===== config.mk =====
export PLATFORM = sky130hd
export DESIGN_NAME = flag_offset_loader
export DESIGN_NICKNAME = d
export VERILOG_FILES = /design/src/rtl/flag_offset_loader.sv
export SDC_FILE = /design/constraint.sdc
export NUM_CORES = 1
export LEC_CHECK = 0
export BUFFER_PORTS_ARGS = -buffer_cell sky130_fd_sc_hd__clkbuf_2
export CORE_ASPECT_RATIO = 0.5
export CORE_MARGIN = 1.5
export CORE_UTILIZATION = 24
export CTS_CLUSTER_SIZE = 28
export DETAILED_ROUTE_END_ITERATION = 7
export GPL_TIMING_DRIVEN = 0
export PLACE_DENSITY = 0.41
export SYNTH_ARGS = -nofsm -noshare
export SYNTH_HDL_FRONTEND = slang
export SYNTH_SLANG_ARGS = --single-unit

===== constraint.sdc =====
create_clock -name clk -period 5.16 [get_ports clk]
set_clock_uncertainty 0.1 [all_clocks]
set_input_delay 0.258 -clock clk [delete_from_list [all_inputs] [get_ports clk]]
set_output_delay 0.258 -clock clk [all_outputs]
set_load 0.02 [all_outputs]

===== src/rtl/flag_offset_loader.sv =====
module flag_offset_loader #(
  parameter int OFS_W = 10
) (
  input  logic             clk,
  input  logic             mrst,
  input  logic             prog_ld,
  input  logic             wr_stb,
  input  logic             rd_stb,
  input  logic             ser_in,
  input  logic [OFS_W-1:0] par_din,
  output logic [OFS_W-1:0] par_dout,
  output logic             par_dout_vld,
  output logic             serial_mode,
  output logic [OFS_W-1:0] ae_ofs,
  output logic [OFS_W-1:0] af_ofs
);
  localparam int unsigned SER_I = (OFS_W >= 10) ? 1023 : (1 << OFS_W) - 1;
  localparam int unsigned PAR_I = (OFS_W >= 7)  ? 127  : (1 << OFS_W) - 1;
  localparam logic [OFS_W-1:0] DEF_SER = SER_I[OFS_W-1:0];
  localparam logic [OFS_W-1:0] DEF_PAR = PAR_I[OFS_W-1:0];
  localparam int CW = $clog2(2 * OFS_W);
  localparam int IW = $clog2(OFS_W);
  localparam logic [CW-1:0] LAST = CW'(2 * OFS_W - 1);

  logic          wsel, rsel;
  logic [CW-1:0] cnt;

  wire           do_wr = prog_ld & wr_stb;
  wire           do_rd = prog_ld & rd_stb;
  wire           in_af = (cnt >= CW'(OFS_W));
  wire [CW-1:0]  pos   = in_af ? cnt - CW'(OFS_W) : cnt;
  wire [IW-1:0]  bidx  = pos[IW-1:0];

  always_ff @(posedge clk) begin
    if (mrst) begin
      serial_mode  <= prog_ld;
      ae_ofs       <= prog_ld ? DEF_SER : DEF_PAR;
      af_ofs       <= prog_ld ? DEF_SER : DEF_PAR;
      wsel         <= 1'b0;
      rsel         <= 1'b0;
      cnt          <= '0;
      par_dout     <= '0;
      par_dout_vld <= 1'b0;
    end else begin
      par_dout_vld <= do_rd;
      if (do_rd) begin
        par_dout <= rsel ? af_ofs : ae_ofs;
        rsel     <= ~rsel;
      end
      if (do_wr) begin
        if (serial_mode) begin
          if (in_af) af_ofs[bidx] <= ser_in;
          else       ae_ofs[bidx] <= ser_in;
          cnt <= (cnt == LAST) ? '0 : cnt + 1'b1;
        end else begin
          if (wsel) af_ofs <= par_din;
          else      ae_ofs <= par_din;
          wsel <= ~wsel;
        end
      end
    end
  end


  mode_hold_chk: assert property (@(posedge clk) disable iff (mrst)
    $stable(serial_mode));


  default_val_chk: assert property (@(posedge clk) disable iff (mrst)
    $fell(mrst) |-> (ae_ofs == (serial_mode ? DEF_SER : DEF_PAR)) &&
                    (af_ofs == (serial_mode ? DEF_SER : DEF_PAR)));


  no_load_hold_chk: assert property (@(posedge clk) disable iff (mrst)
    !prog_ld |=> $stable(ae_ofs) && $stable(af_ofs));


  rd_vld_chk: assert property (@(posedge clk) disable iff (mrst)
    (prog_ld && rd_stb) |=> par_dout_vld);


  rd_idle_chk: assert property (@(posedge clk) disable iff (mrst)
    !(prog_ld && rd_stb) |=> !par_dout_vld);


  par_wr_chk: assert property (@(posedge clk) disable iff (mrst)
    (!serial_mode && prog_ld && wr_stb) |=>
      (ae_ofs == $past(par_din)) || (af_ofs == $past(par_din)));


  ser_onebit_chk: assert property (@(posedge clk) disable iff (mrst)
    (serial_mode && prog_ld && wr_stb) |=>
      ($countones(ae_ofs ^ $past(ae_ofs)) + $countones(af_ofs ^ $past(af_ofs))) <= 1);
endmodule


; Yosys cells after proc, flatten, opt, wreduce, memory -nomap -nowiden
; Index checks and enable logic that the tools add are counted.
[totals]
reg_bits = 39
latchBits = 0
mem_bits_rw = 0
rom_bits = 0
out_inout_bits = 32
wordCells = 47
n_memories = 0
[op_classes]
add_sub_neg = 2
n_mul = 0
div = 0
n_lt_le_gt_ge = 3
n_eq_ne = 4
n_shift = 0
n_mux = 18
n_bitwise = 5
n_reduce_logical = 7
[ops]
columns = op, count
row1 = 10-bit two-way mux, 12
row2 = 10-bit bitwise mux, 2
row3 = 3-bit inequality test (second input constant), 2
row4 = 3-bit AND reduction, 2
row5 = 5-bit by 1-bit adder with 5-bit output (second input constant), 1
row6 = 5-bit equality test (second input constant), 1
row7 = 5-bit by 4-bit greater-or-equal comparator with 1-bit output (second input constant), 1
row8 = 4-bit by 5-bit less-than comparator with 1-bit output (second input constant), 1
row9 = 5-bit two-way mux, 1
row10 = 1-bit demux with 4-bit select, 1
row11 = 4-bit by 1-bit greater-or-equal comparator with 1-bit output (second input constant), 1
row12 = 4-bit two-way mux, 1
row13 = 2-bit AND reduction, 2
row14 = 4-bit subtractor (second input constant), 1
row15 = 3-bit by 2-bit inequality test with 1-bit output (second input constant), 1
row16 = 1-bit inverter, 3
row17 = 3-bit nonzero test, 1
row18 = 1-bit AND, 2
row19 = 2-bit nonzero test, 1
row20 = 1-bit logical AND, 1
row21 = 1-bit two-way mux, 1

; Depth between registers and ports, before layout
; Gate-level depths: netlist (run 1).
[depth]
word_depth = 11
mapped_depth = 8
ltp_nobuf = 8

; Worst setup path after synthesis (run 1)
; No wires, ideal clock.
[synth_path]
path_type = register -> register
startpoint = register cnt[2]
endpoint = register ae_ofs[2], data pin
setup_time_ns = 0.256
arrival_ns = 1.810
path_slack_ns = 2.994
stages_incl_launch_ff = 9
path_buffers = 1
synth_period_minus_slack_ns = 2.166
cell_sequence = dfxtp_1 > inv_1 > ha_1 > inv_2 > a221oi_4 > xnor2_1 > buf_2 > nand3_1 > a31o_2
[synth_between]
elab_chain_cells = 11
word_cells_on_any_way = 13
classes_between = 1 x add/sub / 3 x order compare / 8 x mux / 1 x reduce/logical
[synth_lines]
columns = element, line_no
row1 = "start, declared", 26  ; logic [CW-1:0] cnt;
row2 = "start signal, assigned", 54  ; cnt <= (cnt == LAST) ? '0 : cnt + 1'b1;
row3 = 4-bit subtractor or 5-bit by 4-bit greater-or-equal comparator with 1-bit output (tied branches), "31, 30"
row4 = 4-bit two-way mux (*), 31  ; wire [CW-1:0] pos = in_af ? cnt - CW'(OFS_W) : cnt;
row5 = 4-bit by 5-bit less-than comparator with 1-bit output (not written as such) or 4-bit by 1-bit greater-or-equal comparator with 1-bit output (tied branches), 53  ; else ae_ofs[bidx] <= ser_in;
row6 = 1-bit logical AND (not written as such), 53
row7 = 1-bit two-way mux (not written as such), 53
row8 = 1-bit demux with 4-bit select (*), 53
row9 = 10-bit bitwise mux (*), 53
row10 = 10-bit two-way mux (*), 52  ; if (in_af) af_ofs[bidx] <= ser_in;
row11 = 10-bit two-way mux (*), 51  ; if (serial_mode) begin
row12 = 10-bit two-way mux (*), 50  ; if (do_wr) begin
row13 = 10-bit two-way mux (*), 35  ; if (mrst) begin
row14 = "end signal, assigned", 37  ; ae_ofs <= prog_ld ? DEF_SER : DEF_PAR;
row15 = "end signal, assigned by index", 53
row16 = "end signal, assigned", 57  ; else ae_ofs <= par_din;
row17 = "end, declared", 14  ; output logic [OFS_W-1:0] ae_ofs,
; Every way passes the cells marked *; elsewhere a longest branch is shown, timed or not. The select of a mux whose other input is x is not followed.
; A chain may end at the register's enable or synchronous reset.

; Worst setup path in the final report (run 1)
[layout_path]
startpoint = register cnt[0]
endpoint = register ae_ofs[7] (enable)
[layout_between]
elab_chain_cells = 3
[layout_lines]
columns = element, line_no
row1 = 5-bit by 4-bit greater-or-equal comparator with 1-bit output, 30  ; wire in_af = (cnt >= CW'(OFS_W));
row2 = 3-bit inequality test (no source line), -
row3 = 3-bit AND reduction (no source line), -
; Every way passes these cells.

==> results.md, run 1 <==
- Status: complete, no violations
- Most frequent cells in the layout: clkbuf_2 (47), nor2_1 (27), edfxtp_1 (21)
- XOR/XNOR Fraction of Synth Area: 2.99%
- Crit path kind: reg -> reg
- Core Util, Final: 32.1%
- PortBufs: 47
- Pin count of the biggest net entering global routing: 13
- Simple-gate share of the synthesized area: 11.5%
- Crit path DAT: 2470 ps
- Cells on worst reg2reg path: 6
- Reg2reg setup slack: 2580 ps
- RSZ-0062 raised after global routing: no
- Clock latency on the worst-skew pair: 280 ps
- Antenna Violating Nets Remaining: 0
- Number of global-route vias before repair: 1717
- Clock-pin slew of the registers on the worst-case setup and hold paths: 60 ps
- Clk buf depth: 2
- Asr flop ratio synth: 0%
- Most common cell after layout, fill and taps aside: clkbuf_2
- CP Launch Point: cnt[0]
- Pleak: 1.01 nW
- R2R Path End: ae_ofs[7]
- Root Buffer: clkbuf_16
- Via density: 4.64
- FP Rows: 23
- Pwr dens: 342 nW/um^2
- HP Class: in -> reg
- Largest family of logic cells by synthesized area: compound AO/OA/AOI/OAI gates
- DRT Pass-1 Iters: 4
- Synth warn: 0
- Overall Global Routing Usage: 13.7%
- Multiplexer share of the synthesized area: 4.88%
- Htree depth: 2
- GP Congestion: 0.828
- CTS resizes: 0
- Worst hold slack: 113 ps
- Placed Instances: 365
- Nets: 280
- Crit start category: register
- Hold_buf cts: 0
- Post-synthesis adder-cell area fraction: 2.44%
- Placed cell area: 2430 um^2
- WL/cell: 15.6 um
- Die Wd: 134 um
- Initial antenna violation count: 0
- CTS tree: done
- Worst vdd ir: 0.000168 V
- DR DRC count: 0
- Final setup vio count: 0
- Post-synth top area share: 30.7%
- Worst EP required: 5050 ps
- Mapped Cells: 206
- Synth Area in Compound Gates: 26.0%
- # IOs: 48
- Setup crit end: ae_ofs[7]
- Slew Limit Fails: 0
- Final TNS setup: 0 ps
- Max Cap Viol: 0
- Sequential area share after synthesis: 48.3%
- Mapped Area: 2050 um^2
- Least-Margin Pin Slew: 792 ps
- Vias: 1732
- Post-synthesis register bit count: 39
- Worst r2r src: cnt[0]
- Number of synthesized flops with an enable pin: 21
- Die area: 9150 um^2
- Non-filler cells, final: 373
- Cts bufs inserted: 5
- # diodes: 0
- Core Area: 8140 um^2
- Ratio of cells with drive above 1 in the final layout: 25.3%
- Grt total ovfl: 0
- Worst slew margin: 47.2%
- Design area: 2620 um^2
- Dominant cell type by area after synthesis: edfxtp_1
- Final period util: 50.0%
- Fmax: 388 MHz
- Synth Net Count: 226
- Die height: 68.4 um
- Largest cells by area after synthesis: edfxtp_1 (31%), dfxtp_1 (18%), nor2_1 (4.9%)
- Dpl hpwl: 4470 um
- Leading register cell type out of synthesis: edfxtp_1
- Area Growth Syn to Fin: 27.5%
- Avg Cell Area, Syn: 9.96 um^2
- Final hold vios: 0
- CTS Sinks: 39
- Count of routing violations after the opening detailed-route iteration: 77
- First-pass GRT wire length: 9150 um
- Unique masters post-synth: 43
- Number of setup buffers added after CTS: 0
- CP Max Fanout: 9
- Starting Density: 25.2%
- CP Capture Type: register
- Period minus WS final: 2580 ps
- Routed Wire Length: 5800 um
- FILL cells: 844
[per-layer routing]
layer  global-route usage, %  wire, um
met1                    19.1      2880
met4                    3.40        23
met3                    4.00       348
met5                       0         0
met2                    20.7      2550
[cell type report]
type	instances	area [um^2]	share of cell area, %
Timing Repair Buffer	47	235	8.99
Clock inverter	2	60.1	2.30
Inverter	8	30.0	1.15
Multi-Input combinational cell	146	980	37.4
Sequential cell	39	991	37.9
Buffer	13	51.3	1.96
Clock buffer	6	129	4.93
Tap cell	112	140	5.36
[cell usage after synthesis, drive strengths merged, types with 6 or more instances]
library cell,number
clkbuf,9
edfxtp,21
a211oi,11
xnor2,6
nor2,27
inv,7
a21oi,6
o21ai,18
dfxtp,18
a21o,9
mux2i,10
a31oi,8
a31o,6
[worst min-delay path by stage]
stage,startpoint,to,slack [ps],cells past startpoint
finish,mrst,serial_mode,110,1
global route,mrst,serial_mode,110,1
CTS,mrst,serial_mode,110,1
detailed placement,wsel,wsel,380,2
global placement,wsel,wsel,370,2
floorplan,prog_ld,serial_mode,260,0
[critical path: stages, from the launching register on]
cell	delay, ps
dfxtp_1	350
clkinv_1	280
ha_1	360
a221oi_4	320
xnor2_1	290
o311ai_1	400
nor2b_1	190
[power breakdown]
group / switching [mW] / leakage (nW) / internal, mW
clock: 0.121 / 0.0911 / 0.277
sequential: 0.0127 / 0.336 / 0.351
combinational: 0.0862 / 0.579 / 0.0474
[cells by family after synthesis]
family,count (synthesis)
buffers and inverters,21
xor gates and xnor gates,7
muxes,10
adders and majority gates,4
DFF,39
and+or+nand+nor,51
AOI/OAI and AO/OA,74
[flip-flops by register name, summed over array words and instances (netlist names)]
| signal | count |
|---|---|
| par_dout | 10 |
| serial_mode | 1 |
| wsel | 1 |
| cnt | 5 |
| af_ofs | 10 |
| ae_ofs | 10 |
| par_dout_vld | 1 |
| rsel | 1 |
[metrics by stage]
step                worst slack, ps  total power, mW
floorplan                      2990            0.457
global route                   2360            0.940
CTS                            2550            0.909
global placement               2570            0.504
finish                         2580            0.895
detailed placement             2570            0.506
(Power assumes the default switching activity.)
==> run 2: changes to the inputs <==
--- a/config.mk
+++ b/config.mk
@@ -5,6 +5,7 @@
 export SDC_FILE = /design/constraint.sdc
 export NUM_CORES = 1
 export LEC_CHECK = 0
+export ABC_AREA = 1
 export BUFFER_PORTS_ARGS = -buffer_cell sky130_fd_sc_hd__clkbuf_2
 export CORE_ASPECT_RATIO = 0.5
 export CORE_MARGIN = 1.5
==> constraint.sdc (replaced) <==
create_clock -name clk -period 2.5 [get_ports clk]
set_clock_uncertainty 0.1 [all_clocks]
set_input_delay 0.125 -clock clk [delete_from_list [all_inputs] [get_ports clk]]
set_output_delay 0.125 -clock clk [all_outputs]
set_load 0.02 [all_outputs]
==> results.md, run 2 <==
- Overall Global Routing Usage: 13.2% (-0.50 points)
- Synth Area in Compound Gates: 7.99% (-18 points)
- Routed Wire Length: 5860 um (+1.0%)
- Most frequent cells in the layout: nand2_1 (104), clkbuf_2 (46), nand3_1 (25)
- HP Class: in -> reg
- Sequential area share after synthesis: 45.5% (-2.7 points)
- Pin count of the biggest net entering global routing: 14 (+1)
- Largest cells by area after synthesis: edfxtp_1 (29%), nand2_1 (18%), dfxtp_1 (17%)
- Unique masters post-synth: 26 (-40%)
- Top post-synthesis cells by count: nand2_1 (104), nand3_1 (25), inv_1 (24)
- Comb pwr share: 15.6% (+0.7 points)
- Final period util: 92.4% (+42 points)
- XOR/XNOR Fraction of Synth Area: 0.805% (-2.2 points)
- Count of routing violations after the opening detailed-route iteration: 97 (+26%)
- Number of synthesized flops with an enable pin: 21 (unchanged)
- Fmax: 433 MHz (+12%)
- Largest registers: ae_ofs (10), af_ofs (10), par_dout (10)
- Worst slew margin: 56.2% (+9.0 points)
- Crit path DAT: 2210 ps (-260 ps)
- Die height: 70.3 um (+2.8%)
- CTS Sinks: 39 (unchanged)
- Cts bufs inserted: 5 (unchanged)
- PortBufs: 46 (-2.1%)
- Initial antenna violation count: 0 (unchanged)
- Dominant cell type by area after synthesis: edfxtp_1
- WL/cell: 13.0 um (-17%)
- Switch Pwr: 0.501 mW (+130%)
- Core Area: 8740 um^2 (+7.3%)
- Sw frac: 28.0% (+3.4 points)
- Vias: 1940 (+12%)
- Internal: 1.29 mW (+91%)
- Clock Power Share: 41.6% (-2.9 points)
- Number of global-route vias before repair: 1900 (+11%)
- Sequential power share: 42.8% (+2.2 points)
- Leading register cell type out of synthesis: edfxtp_1
- Grt total ovfl: 0 (unchanged)
- Slew Limit Fails: 0 (unchanged)
- Post-synth top area share: 29.0% (-1.7 points)
- Pwr dens: 653 nW/um^2 (+91%)
- Crit path kind: reg -> reg
- Antenna Violating Nets Remaining: 0 (unchanged)
- Most frequent cell after synthesis: nand2_1
- Simple-gate share of the synthesized area: 36.7% (+25 points)
- Status: complete, no violations
- Final hold vios: 0 (unchanged)
- Largest family of logic cells by synthesized area: simple AND/OR/NAND/NOR gates
- # IOs: 48 (unchanged)
- CP Max Fanout: 6 (-3)
- Power Total: 1.79 mW (+100%)
- Least-Margin Pin Slew: 658 ps (-135 ps)
- Via density: 4.29 (-7.6%)
- Post-synthesis register bit count: 39 (unchanged)
- Root Buffer: clkbuf_16
- Ratio of cells with drive above 1 in the final layout: 24.2% (-1.1 points)
- Nets: 354 (+26%)
- GP Congestion: 0.782 (-5.6%)
- Dpl hpwl: 4560 um (+2.0%)
- # diodes: 0 (unchanged)
- Max Cap Viol: 0 (unchanged)
- Synth Net Count: 300 (+33%)
- Worst vdd ir: 0.000265 V (+58%)
- RSZ-0062 raised after global routing: no
- FP Rows: 24 (+4.3%)
- Worst EP required: 2400 ps (-2650 ps)
- Area Growth Syn to Fin: 26.0%
- Avg Cell Area, Syn: 7.77 um^2 (-22%)
- Worst hold slack: 12.4 ps (-100 ps)
- Final setup vio count: 0 (unchanged)
- Asr flop ratio synth: 0% (unchanged)
- Post-synthesis adder-cell area fraction: 2.30% (-0.14 points)
- DRT Pass-1 Iters: 4 (unchanged)
- Die Wd: 138 um (+2.9%)
- CTS tree: done
- Mapped Cells: 280 (+36%)
- DR DRC count: 0 (unchanged)
- Most common cell after layout, fill and taps aside: nand2_1
- Number of setup buffers added after CTS: 0 (unchanged)
- Clock latency on the worst-skew pair: 280 ps (about the same)
- CP Capture Type: register
- Period minus WS final: 2310 ps (-269 ps)
- Die area: 9680 um^2 (+5.8%)
- Pleak: 1.28 nW (+27%)
- Synth warn: 0 (unchanged)
- Clock-pin slew of the registers on the worst-case setup and hold paths: 60 ps (about the same)
- Htree depth: 2 (unchanged)
- Crit start category: register
- Clk buf depth: 2 (unchanged)
- Multiplexer share of the synthesized area: 0% (-4.9 points)
- Starting Density: 24.9% (-0.30 points)
- First-pass GRT wire length: 9640 um (+5.4%)
- Mapped Area: 2180 um^2 (+6.0%)
-- run 2: cell families after synthesis --
logic type	count (synthesis)
AOI/OAI and AO/OA	29
xor gates and xnor gates	2
adders and majority gates	4
buffers and inverters	37
DFF	39
and+or+nand+nor	169
-- run 2: per-layer routing --
metal	track usage (%)	wire (um)	vias up
li1	-	-	1020
met4	2.46	46	0
met3	3.99	284	7
met2	20.7	2540	34
met1	17.9	2990	879
met5	0	0	-
-- run 2: through the flow --
stage | util [%] | area, um^2 | setup TNS (ps) | cells | setup slack [ps]
2_1_floorplan | - | 2180 | 0 | 280 | 292
4_1_cts | 31.4 | 2740 | 0 | 452 | 180
3_5_place_dp | 29.2 | 2550 | -1570 | 443 | -377
5_1_grt | 31.4 | 2740 | 0 | 452 | 51.2
6_report | 31.4 | 2740 | 0 | 452 | 191
3_3_place_gp | 29.2 | 2550 | -1640 | 443 | -408
-- run 2: cell type report --
type | instances | area, um^2
Clock inverter | 3 | 43.8
Fill cell | 937 | 6000
Tap cell | 117 | 146
Sequential cell | 39 | 991
Timing Repair Buffer | 47 | 240
Multi-Input combinational cell | 204 | 1050
Clock buffer | 5 | 125
Buffer | 9 | 38.8
Inverter | 28 | 105
-- run 2: timing repair --
action,in CTS,in global routing
hold buffers,1,0
hold endpoints to repair,1,0
gates resized for setup,2,0
setup endpoints to repair,10,0
-- run 2: power groups by stage --
stage / registers (mW) / logic (mW) / clock network, mW
4_1_cts: 0.767 / 0.285 / 0.772
3_5_place_dp: 0.781 / 0.281 / 0
3_3_place_gp: 0.781 / 0.278 / 0
2_1_floorplan: 0.817 / 0.140 / 0
6_report: 0.767 / 0.280 / 0.745
5_1_grt: 0.773 / 0.316 / 0.792
-- run 2: path summary, 6_finish.rpt --
check,startpoint,to,slack [ps],cells past startpoint
hold reg to reg,par_dout[6],par_dout[6],400,2
setup reg to reg,cnt[0],af_ofs[7],190,10
setup / recovery,cnt[0],af_ofs[7],190,10
hold / removal,wr_stb,wsel,10,3
-- run 2: critical path: stages, from the launching register on --
cell and delay, ps:
dfxtp_1 520, inv_1 230, ha_1 280, nand3_4 120
nand3_4 120, nand2_1 80, nand2_1 80, nor2_1 180
and2_4 200, nor2_4 40, nor2_2 80
==> run 3: changes to the inputs <==
--- a/config.mk
+++ b/config.mk
@@ -13,7 +13,7 @@
 export CTS_CLUSTER_SIZE = 28
 export DETAILED_ROUTE_END_ITERATION = 7
 export GPL_TIMING_DRIVEN = 0
-export PLACE_DENSITY = 0.41
+export PLACE_DENSITY_LB_ADDON = 0.12
 export SYNTH_ARGS = -nofsm -noshare
 export SYNTH_HDL_FRONTEND = slang
 export SYNTH_SLANG_ARGS = --single-unit
==> results.md, run 3 (synthesized netlist as in run 2, its figures left out) <==
- DRT Pass-1 Iters: 4 (unchanged)
- Met3 WL: 246 um (-13%)
- FP Rows: 24 (unchanged)
- Number of global-route vias before repair: 1971 (+3.7%)
- Period minus WS final: 2180 ps (-132 ps)
- Nets: 355 (+0.28%)
- Count of routing violations after the opening detailed-route iteration: 96 (-1.0%)
- Reg2reg setup slack: 320 ps (+130 ps)
- Die height: 70.3 um (unchanged)
- Crit start category: register
- Max Cap Viol: 0 (unchanged)
- First-pass GRT wire length: 9960 um (+3.4%)
- Worst setup margin: 323 ps (+132 ps)
- Worst slew margin: 58.7% (+2.6 points)
- Fmax: 459 MHz (+6.1%)
- Clock-pin slew of the registers on the worst-case setup and hold paths: 60 ps (about the same)
- Core Area: 8740 um^2 (unchanged)
- Pleak: 1.29 nW (+0.36%)
- Placed Instances: 443 (unchanged)
- GP Congestion: 0.798 (+2.1%)
- Worst vdd ir: 0.000236 V (-11%)
- # diodes: 0 (unchanged)
- Largest registers: ae_ofs (10), af_ofs (10), par_dout (10)
- Pre-CTS setup slack: -328 ps (+48.9 ps)
- Final period util: 87.1% (-5.3 points)
- Area Growth Syn to Fin: 26.6%
- Most frequent cells in the layout: nand2_1 (104), clkbuf_2 (46), nand3_1 (25)
- Overall Global Routing Usage: 13.8% (+0.63 points)
- Antenna Violating Nets Remaining: 0 (unchanged)
- Cts bufs inserted: 5 (unchanged)
- Non-filler cells, final: 453 (+0.22%)
- Htree depth: 2 (unchanged)
- WL met2: 2620 um (+3.2%)
- Least-Margin Pin Slew: 619 ps (-38.4 ps)
- Placed cell area: 2550 um^2 (unchanged)
- CP Capture Type: register
- Crit path DAT: 2080 ps (-130 ps)
- RSZ-0062 raised after global routing: no
- Routed Wire Length: 6020 um (+2.6%)
- Pwr dens: 653 nW/um^2 (about the same)
- Pin count of the biggest net entering global routing: 14 (unchanged)
- Slowest CP cell: dfxtp_2
- HP Class: in -> reg
- PortBufs: 46 (unchanged)
- Clock latency on the worst-skew pair: 290 ps (about the same)
- Crit path kind: reg -> reg
- Met1 wire length: 3070 um (+2.7%)
- Slew Limit Fails: 0 (unchanged)
- Grt total ovfl: 0 (unchanged)
- Dpl hpwl: 4600 um (+0.97%)
- Die area: 9680 um^2 (unchanged)
- Top layer reached by signal wires: met4
- CP cell instances: inv_1 -> ha_1 -> nand3_4 -> nand3_4 -> nand2_1 -> nand2_1 -> nor2_1 -> and2_4 -> nor2_4 -> nor2_2
- Multi-input logic area: 1050 um^2 (unchanged)
- # IOs: 48 (unchanged)
- Slowest stage delay, CP: 430 ps (-90 ps)
- Clk buf depth: 2 (unchanged)
- Final TNS setup: 0 ps (unchanged)
- Core Util, Final: 31.5% (+0.13 points)
- FILL cells: 962 (+2.7%)
- Design area: 2750 um^2 (+0.41%)
- Vias: 1961 (+1.1%)
- Ratio of cells with drive above 1 in the final layout: 24.4% (+0.23 points)
- DR DRC count: 0 (unchanged)
- Status: complete, no violations
- Via density: 4.33 (+0.86%)
- CTS tree: done
- Final hold vios: 0 (unchanged)
- Number of setup buffers added after CTS: 0 (unchanged)
- CP Max Fanout: 6 (unchanged)
- Final setup vio count: 0 (unchanged)
- Root Buffer: clkbuf_16
- Starting Density: 24.9% (unchanged)
- Worst EP required: 2410 ps (about the same)
- Die Wd: 138 um (unchanged)
- Most common cell after layout, fill and taps aside: nand2_1
- Register area: 992 um^2 (+0.13%)
- Crit-path leading delay family: simple AND/OR/NAND/NOR gates
- Initial antenna violation count: 0 (unchanged)
- WL/cell: 13.3 um (+2.4%)
- Buf/Inv on CP: 1 (unchanged)
- CTS Sinks: 39 (unchanged)
-- run 3: cell types whose count changed in the layout (fill, tap and decap cells not counted), sizes merged --
cell / before / now
dlygate4sd3: 1 / 2
-- run 3: power breakdown --
group	total, mW	switching, mW	leakage, nW	internal, mW
clock	0.751	0.280	0.0838	0.471
sequential	0.761	0.0322	0.342	0.729
combinational	0.286	0.195	0.860	0.0915
-- run 3: worst paths after layout --
check         start         to  cells past startpoint
max          cnt[0]  ae_ofs[7]                     10
min          wr_stb       wsel                      3
max reg2reg  cnt[0]  ae_ofs[7]                     10
min reg2reg    wsel       wsel                      2
-- run 3: layout make-up --
class / count / share of cell area (%)
Clock inverter: 3 / 1.59
Timing Repair Buffer: 48 / 9.09
Multi-Input combinational cell: 204 / 38.2
Buffer: 9 / 1.41
Sequential cell: 39 / 36.0
Clock buffer: 5 / 4.54
Tap cell: 117 / 5.32
Inverter: 28 / 3.82
-- run 3: metrics by stage --
stage / total power [mW] / hold slack, ps
after floorplan: 0.956 / 124
after CTS: 1.83 / 7.96
after detailed placement: 1.06 / 273
final: 1.80 / 11.1
after global placement: 1.06 / 272
after global routing: 1.89 / 42.3
-- run 3: layer usage --
metal | vias up | global-route usage, %
li1 | 1028 | -
met1 | 906 | 18.6
met2 | 19 | 21.2
met3 | 8 | 3.85
met4 | 0 | 4.56
met5 | - | 0
-- run 3: timing repair --
item                                    in CTS  in global routing
endpoints found under the setup margin      10                  1
resized for setup                            2                  1
gates cloned                                 0                  0
hold endpoints to repair                     2                  0
hold buffers                                 2                  0
-- run 3: tightest hold or removal path, delay by kind of cell --
family          cells  cell delay [ps]
simple gates        1               80
buf+inv             1               90
compound gates      1               50
